**src/rtl/alu_pkg.sv**
```systemverilog
package alu_pkg;
  typedef enum logic [3:0] {
    OP_AND = 4'd0, OP_EOR = 4'd1, OP_SUB = 4'd2, OP_RSB = 4'd3,
    OP_ADD = 4'd4, OP_ADC = 4'd5, OP_SBC = 4'd6, OP_RSC = 4'd7,
    OP_TST = 4'd8, OP_TEQ = 4'd9, OP_CMP = 4'd10, OP_CMN = 4'd11,
    OP_ORR = 4'd12, OP_MOV = 4'd13, OP_BIC = 4'd14, OP_MVN = 4'd15
  } opT;

  typedef enum logic [1:0] {SH_LSL = 2'd0, SH_ASR = 2'd1, SH_ROR = 2'd2, SH_ALT = 2'd3} shT;

  typedef enum logic [2:0] {
    SRC_SUM, SRC_AND, SRC_EOR, SRC_ORR, SRC_BIC, SRC_MOV, SRC_MVN, SRC_MUL
  } srcT;

  typedef enum logic [1:0] {CIN_ZERO, CIN_ONE, CIN_FLAG} cinT;

  // strobes from control to datapath
  typedef struct packed {
    srcT  src;
    logic swapOps;
    logic invY;
    cinT  cin;
    logic wrEn;
    logic accEn;
    logic updNZ;
    logic updC;
    logic updV;
  } ctlT;

  localparam int FLAG_N = 3;
  localparam int FLAG_Z = 2;
  localparam int FLAG_C = 1;
  localparam int FLAG_V = 0;
endpackage

```
**src/rtl/alu_shifter.sv**
```systemverilog
module alu_shifter
  import alu_pkg::*;
#(
  parameter int WIDTH = 32,
  parameter int AMTW  = 8,
  localparam int LOGW = $clog2(WIDTH)
) (
  input  logic [WIDTH-1:0] din,
  input  logic [1:0]       shType,
  input  logic [AMTW-1:0]  amt,
  input  logic             cIn,
  output logic [WIDTH-1:0] dout,
  output logic             cOut
);
  logic [LOGW-1:0] rot;
  assign rot = amt[LOGW-1:0];

  always_comb begin
    dout = din;
    cOut = cIn;
    if (amt != '0) begin
      case (shT'(shType))
        SH_ASR: begin
          if (amt >= AMTW'(WIDTH)) begin
            dout = {WIDTH{din[WIDTH-1]}};
            cOut = din[WIDTH-1];
          end else begin
            dout = WIDTH'($signed(din) >>> rot);
            cOut = din[rot - LOGW'(1)];
          end
        end
        SH_ROR: begin
          if (rot == '0) begin
            cOut = din[WIDTH-1];
          end else begin
            dout = (din >> rot) | (din << (WIDTH - int'(rot)));
            cOut = din[rot - LOGW'(1)];
          end
        end
        default: begin
          if (amt > AMTW'(WIDTH)) begin
            dout = '0;
            cOut = 1'b0;
          end else if (amt == AMTW'(WIDTH)) begin
            dout = '0;
            cOut = din[0];
          end else begin
            dout = din << rot;
            cOut = din[LOGW'(WIDTH - int'(rot))];
          end
        end
      endcase
    end
  end
endmodule

```
**src/rtl/alu_ctrl.sv**
```systemverilog
module alu_ctrl
  import alu_pkg::*;
(
  input  logic [3:0] opCode,
  input  logic       mulEn,
  input  logic       accEn,
  input  logic       setFlags,
  output ctlT        ctl
);
  always_comb begin
    ctl       = '0;
    ctl.src   = SRC_SUM;
    ctl.cin   = CIN_ZERO;
    ctl.wrEn  = 1'b1;
    ctl.updNZ = setFlags;
    if (mulEn) begin
      ctl.src   = SRC_MUL;
      ctl.accEn = accEn;
    end else begin
      case (opT'(opCode))
        OP_AND, OP_TST: ctl.src = SRC_AND;
        OP_EOR, OP_TEQ: ctl.src = SRC_EOR;
        OP_ORR:         ctl.src = SRC_ORR;
        OP_BIC:         ctl.src = SRC_BIC;
        OP_MOV:         ctl.src = SRC_MOV;
        OP_MVN:         ctl.src = SRC_MVN;
        OP_SUB, OP_CMP: begin ctl.invY = 1'b1; ctl.cin = CIN_ONE; end
        OP_RSB:         begin ctl.swapOps = 1'b1; ctl.invY = 1'b1; ctl.cin = CIN_ONE; end
        OP_ADC:         ctl.cin = CIN_FLAG;
        OP_SBC:         begin ctl.invY = 1'b1; ctl.cin = CIN_FLAG; end
        OP_RSC:         begin ctl.swapOps = 1'b1; ctl.invY = 1'b1; ctl.cin = CIN_FLAG; end
        default:        ;
      endcase
      ctl.wrEn = (opCode[3:2] != 2'b10);
      ctl.updC = setFlags;
      ctl.updV = setFlags && (ctl.src == SRC_SUM);
    end
  end
endmodule

```
**src/rtl/alu_datapath.sv**
```systemverilog
module alu_datapath
  import alu_pkg::*;
#(
  parameter int WIDTH = 32,
  parameter int AMTW  = 8,
  localparam int LOGW = $clog2(WIDTH)
) (
  input  logic             clk,
  input  logic             rstN,
  input  ctlT              ctl,
  input  logic [WIDTH-1:0] opA,
  input  logic [WIDTH-1:0] opB,
  input  logic [WIDTH-1:0] opC,
  input  logic [1:0]       shType,
  input  logic [LOGW-1:0]  shImm,
  input  logic             shFromReg,
  input  logic [AMTW-1:0]  shReg,
  output logic [WIDTH-1:0] result,
  output logic [3:0]       flags
);
  logic [3:0]       flagQ;
  logic [AMTW-1:0]  shAmt;
  logic [WIDTH-1:0] opBsh;
  logic             shCarry;

  assign shAmt = shFromReg ? shReg : AMTW'(shImm);

  alu_shifter #(.WIDTH(WIDTH), .AMTW(AMTW)) u_shift (
    .din(opB), .shType(shType), .amt(shAmt), .cIn(flagQ[FLAG_C]),
    .dout(opBsh), .cOut(shCarry)
  );

  logic [WIDTH-1:0] xOp, yOp, prod, calc;
  logic [WIDTH:0]   sum;
  logic             cinBit, ovf;

  always_comb begin
    xOp = ctl.swapOps ? opBsh : opA;
    yOp = (ctl.swapOps ? opA : opBsh) ^ {WIDTH{ctl.invY}};
    case (ctl.cin)
      CIN_ONE:  cinBit = 1'b1;
      CIN_FLAG: cinBit = flagQ[FLAG_C];
      default:  cinBit = 1'b0;
    endcase
  end

  assign sum  = {1'b0, xOp} + {1'b0, yOp} + (WIDTH+1)'(cinBit);
  assign ovf  = (xOp[WIDTH-1] == yOp[WIDTH-1]) && (sum[WIDTH-1] != xOp[WIDTH-1]);
  assign prod = opA * opB;

  always_comb begin
    case (ctl.src)
      SRC_AND: calc = opA & opBsh;
      SRC_EOR: calc = opA ^ opBsh;
      SRC_ORR: calc = opA | opBsh;
      SRC_BIC: calc = opA & ~opBsh;
      SRC_MOV: calc = opBsh;
      SRC_MVN: calc = ~opBsh;
      SRC_MUL: calc = prod + (ctl.accEn ? opC : '0);
      default: calc = sum[WIDTH-1:0];
    endcase
  end

  always_ff @(posedge clk or negedge rstN) begin
    if (!rstN) begin
      flagQ <= '0;
    end else begin
      if (ctl.updNZ) begin
        flagQ[FLAG_N] <= calc[WIDTH-1];
        flagQ[FLAG_Z] <= (calc == '0);
      end
      if (ctl.updC) flagQ[FLAG_C] <= (ctl.src == SRC_SUM) ? sum[WIDTH] : shCarry;
      if (ctl.updV) flagQ[FLAG_V] <= ovf;
    end
  end

  assign result = calc;
  assign flags  = flagQ;

  p_flags_hold_r5: assert property (@(posedge clk) disable iff (!rstN)
    !ctl.updNZ |=> flagQ == $past(flagQ));

  p_zero_flag_r6: assert property (@(posedge clk) disable iff (!rstN)
    ctl.updNZ |=> flagQ[FLAG_Z] == ($past(calc) == '0));

  p_logic_keep_c_r8: assert property (@(posedge clk) disable iff (!rstN)
    (ctl.updC && ctl.src != SRC_SUM && shAmt == '0) |=> flagQ[FLAG_C] == $past(flagQ[FLAG_C]));

  p_mul_keep_v_r12: assert property (@(posedge clk) disable iff (!rstN)
    (ctl.src == SRC_MUL) |=> flagQ[FLAG_V] == $past(flagQ[FLAG_V]));
endmodule

```
**src/rtl/flag_alu.sv**
```systemverilog
module flag_alu
  import alu_pkg::*;
#(
  parameter int WIDTH = 32,
  parameter int AMTW  = 8,
  localparam int LOGW = $clog2(WIDTH)
) (
  input  logic             clk,
  input  logic             rstN,
  input  logic [3:0]       opCode,
  input  logic             mulEn,
  input  logic             accEn,
  input  logic             setFlags,
  input  logic [WIDTH-1:0] opA,
  input  logic [WIDTH-1:0] opB,
  input  logic [WIDTH-1:0] opC,
  input  logic [1:0]       shType,
  input  logic [LOGW-1:0]  shImm,
  input  logic             shFromReg,
  input  logic [AMTW-1:0]  shReg,
  output logic [WIDTH-1:0] result,
  output logic             resultWe,
  output logic [3:0]       flags
);
  ctlT ctl;

  alu_ctrl u_ctrl (
    .opCode(opCode), .mulEn(mulEn), .accEn(accEn), .setFlags(setFlags), .ctl(ctl)
  );

  alu_datapath #(.WIDTH(WIDTH), .AMTW(AMTW)) u_dp (
    .clk(clk), .rstN(rstN), .ctl(ctl), .opA(opA), .opB(opB), .opC(opC),
    .shType(shType), .shImm(shImm), .shFromReg(shFromReg), .shReg(shReg),
    .result(result), .flags(flags)
  );

  assign resultWe = ctl.wrEn;

  p_compare_no_write_r4: assert property (@(posedge clk) disable iff (!rstN)
    (!mulEn && opCode[3:2] == 2'b10) |-> !resultWe);
endmodule

```
**config.mk**
```make
export PLATFORM = sky130hd
export DESIGN_NAME = flag_alu
export DESIGN_NICKNAME = d
export VERILOG_FILES = /design/src/rtl/alu_pkg.sv /design/src/rtl/alu_shifter.sv /design/src/rtl/alu_ctrl.sv /design/src/rtl/alu_datapath.sv /design/src/rtl/flag_alu.sv
export SDC_FILE = /design/constraint.sdc
export NUM_CORES = 2
export LEC_CHECK = 0
export ABC_AREA = 0
export CORE_AREA = 2 2 237 239
export DETAILED_ROUTE_END_ITERATION = 6
export DIE_AREA = 0 0 239 241
export PLACE_DENSITY = 0.73
export SLEW_MARGIN = 0
export SYNTH_ARGS = -nofsm -noshare
export SYNTH_HDL_FRONTEND = slang
export SYNTH_SLANG_ARGS = --single-unit
```
**constraint.sdc**
```tcl
create_clock -name clk -period 17.7 [get_ports clk]
set_input_delay 1.77 -clock clk [delete_from_list [all_inputs] [get_ports clk]]
set_output_delay 1.77 -clock clk [all_outputs]
set_load 0.02 [all_outputs]
```
==> metrics.txt <==
slew at the pin closest to its max-slew limit=1500 ps; slew margin rel.=-0.319%; placed instance area=0.0318 mm2; Crit path required time=15930 ps; final hold vios=0; synth warn=0; Post-synth top cells=inv_1 (560), nand2_1 (480), fa_1 (440); Syn Inst Count=3771; worst hold stages=2; Max clock buf depth=2; initial core utilization=54.4%; worst-skew pair later-pin latency=230 ps; violated checks=max-capacitance violations, max-slew violations; Yosys reg bits=4; Worst Hold Path EP=u_dp.flags[2]$_DFFE_PN0P_; Worst Hold Launch=u_dp.flags[2]$_DFFE_PN0P_; hold crit path type=flop to flop; drt drc=0; status=finished with violations; Post CTS Setup Buffer Count=0; worst-path fanout max=49; die span in y=241 um; dominant cells by area after synthesis=fa_1 (29%), ha_1 (8.1%), inv_1 (7.0%), and2_1 (6.7%), nand2_1 (6.0%); post-route ant nets=0; max-slew violation count=1; DP HPWL=93400 um; # hold bufs at CTS=0; initial antenna violation count=12; Max stage delay on crit path=960 ps; Cell Rows=86; count of buffers from port buffering=157; register area share after synthesis=0.335%; Die Span X=239 um; routability cong.=1.13; die area=0.0576 mm2; synth-to-layout area growth=6.81%; critical path class=primary input to primary output; Post-synth EDFFs=0; total negative slack=0 ps; Worst setup EP type=primary output; biggest area consumer among synthesized cells=fa_1; Root Buffer=clkbuf_16; post-synth top area share=29.5%; share of layout cells above drive strength 1=6.93%; clk sink count=4; fin crit period=13560 ps; TritonCTS clock tree=done; max cap viols=1; setup slack, reg-to-reg=12370 ps; setup repair after global routing missed its margin=no; Setup crit start kind=primary input; asr flop ratio synth=100%; post_cts resized=0; largest net degree at the start of global routing=84; Max Clock Skew=4.17 ps; Mapped Area=0.0299 mm2; crit path DAT=11790 ps; final setup fails=0; drt initial violations=3603; H-tree Lvls=1; fin crit share=76.6%; Post-Syn Area per Cell=7.92 um2; Max Freq=73.7 MHz; nets@finish=4496; Clock transition at path regs=30 ps; R2R Path Start=u_dp.flags[1]$_DFFE_PN0P_; # IOs=158; GRT overflow=0; top-count cell post-synth=inv_1; Synth Flop Type=dfrtp_1; critical path's slowest cell=clkdlybuf4s50_1; max reg flops=4; routed wire length=128000 um; Yosys cell types=101; syn nets=4525; via count=29800; vias in the first global route=29900; FF-to-FF End=u_dp.flags[2]$_DFFE_PN0P_; Routed WL per cell=28.8 um; via/cell ratio=6.69; GRT Resource Usage Total=45.2%; CTS Buf Count=3; fin area=0.0319 mm2; first-pass GRT wire length=192000 um; Worst Reg-to-Reg Cells=18; Pre-antenna DRT Iters=7; Core Box Area=0.0549 mm2
-- layout by cell type (no fill, tap or decap), types with 37 or more instances in the layout --
| cell type | instances |
|---|---|
| fa_1 | 440 |
| mux4_2 | 74 |
| nand2_1 | 479 |
| and3_1 | 39 |
| and2_1 | 320 |
| o21ai_0 | 186 |
| a21oi_1 | 146 |
| nand3_1 | 45 |
| clkdlybuf4s50_1 | 150 |
| a211oi_1 | 37 |
| nor2_1 | 160 |
| buf_4 | 102 |
| ha_1 | 193 |
| a31oi_1 | 45 |
| mux2i_1 | 130 |
| inv_1 | 560 |
| xnor2_1 | 110 |
-- routing by layer --
metal	vias to the layer above	wire (um)	track usage [%]
met5	-	67	0
met4	10	10900	30.1
met3	586	17500	14.8
met2	2207	53100	66.4
met1	14500	46600	56.9
li1	12400	-	-
-- area by class of cell --
class                           count  area [um2]
Sequential cell                     4         100
Antenna cell                        4        10.0
Clock buffer                        3        75.1
Multi-Input combinational cell   2909       26400
Tap cell                          704         881
Fill cell                        5080       23000
Timing Repair Buffer              259        2300
Inverter                          565        2130
-- worst max path at each step --
stage / from / slack [ps] / to
floorplan: mulEn / 6650 / result[31]
global placement: shFromReg / 4580 / result[30]
detailed placement: shFromReg / 4360 / result[30]
CTS: shFromReg / 4350 / result[30]
global route: shFromReg / 3410 / result[30]
finish: shFromReg / 4140 / result[28]
-- critical path: cells and delay by family --
family | cells | cell delay (ps)
compound gates | 13 | 3070
fa+ha+maj | 4 | 1940
simple gates | 5 | 1240
mux | 1 | 420
xor+xnor | 1 | 180
buf+inv | 7 | 3090
-- logic make-up after synthesis --
group,synth area share (%)
XOR/XNOR,4.23
multiplexers,11.3
flip-flops,0.335
AO/OA/AOI/OAI,16.1
buffers and inverters,11.4
AND/OR/NAND/NOR,19.1
adder cells (fa/ha/maj),37.6
-- through the flow --
| step | hold WS [ps] | worst slack (ps) | std cells | utilization [%] |
|---|---|---|---|---|
| 3_5_place_dp | 492 | 4360 | 4441 | 58.0 |
| 5_1_grt | 513 | 3410 | 4445 | 58.1 |
| 4_1_cts | 499 | 4350 | 4444 | 58.1 |
| 3_3_place_gp | 501 | 4580 | 4441 | 58.0 |
| 6_report | 501 | 4140 | 4448 | 58.1 |
| 2_1_floorplan | 558 | 6650 | 3771 | - |
Power is left out: the tool's default activity adds up to more than one toggle a clock period on the data nets, which glitch-free logic cannot reach.
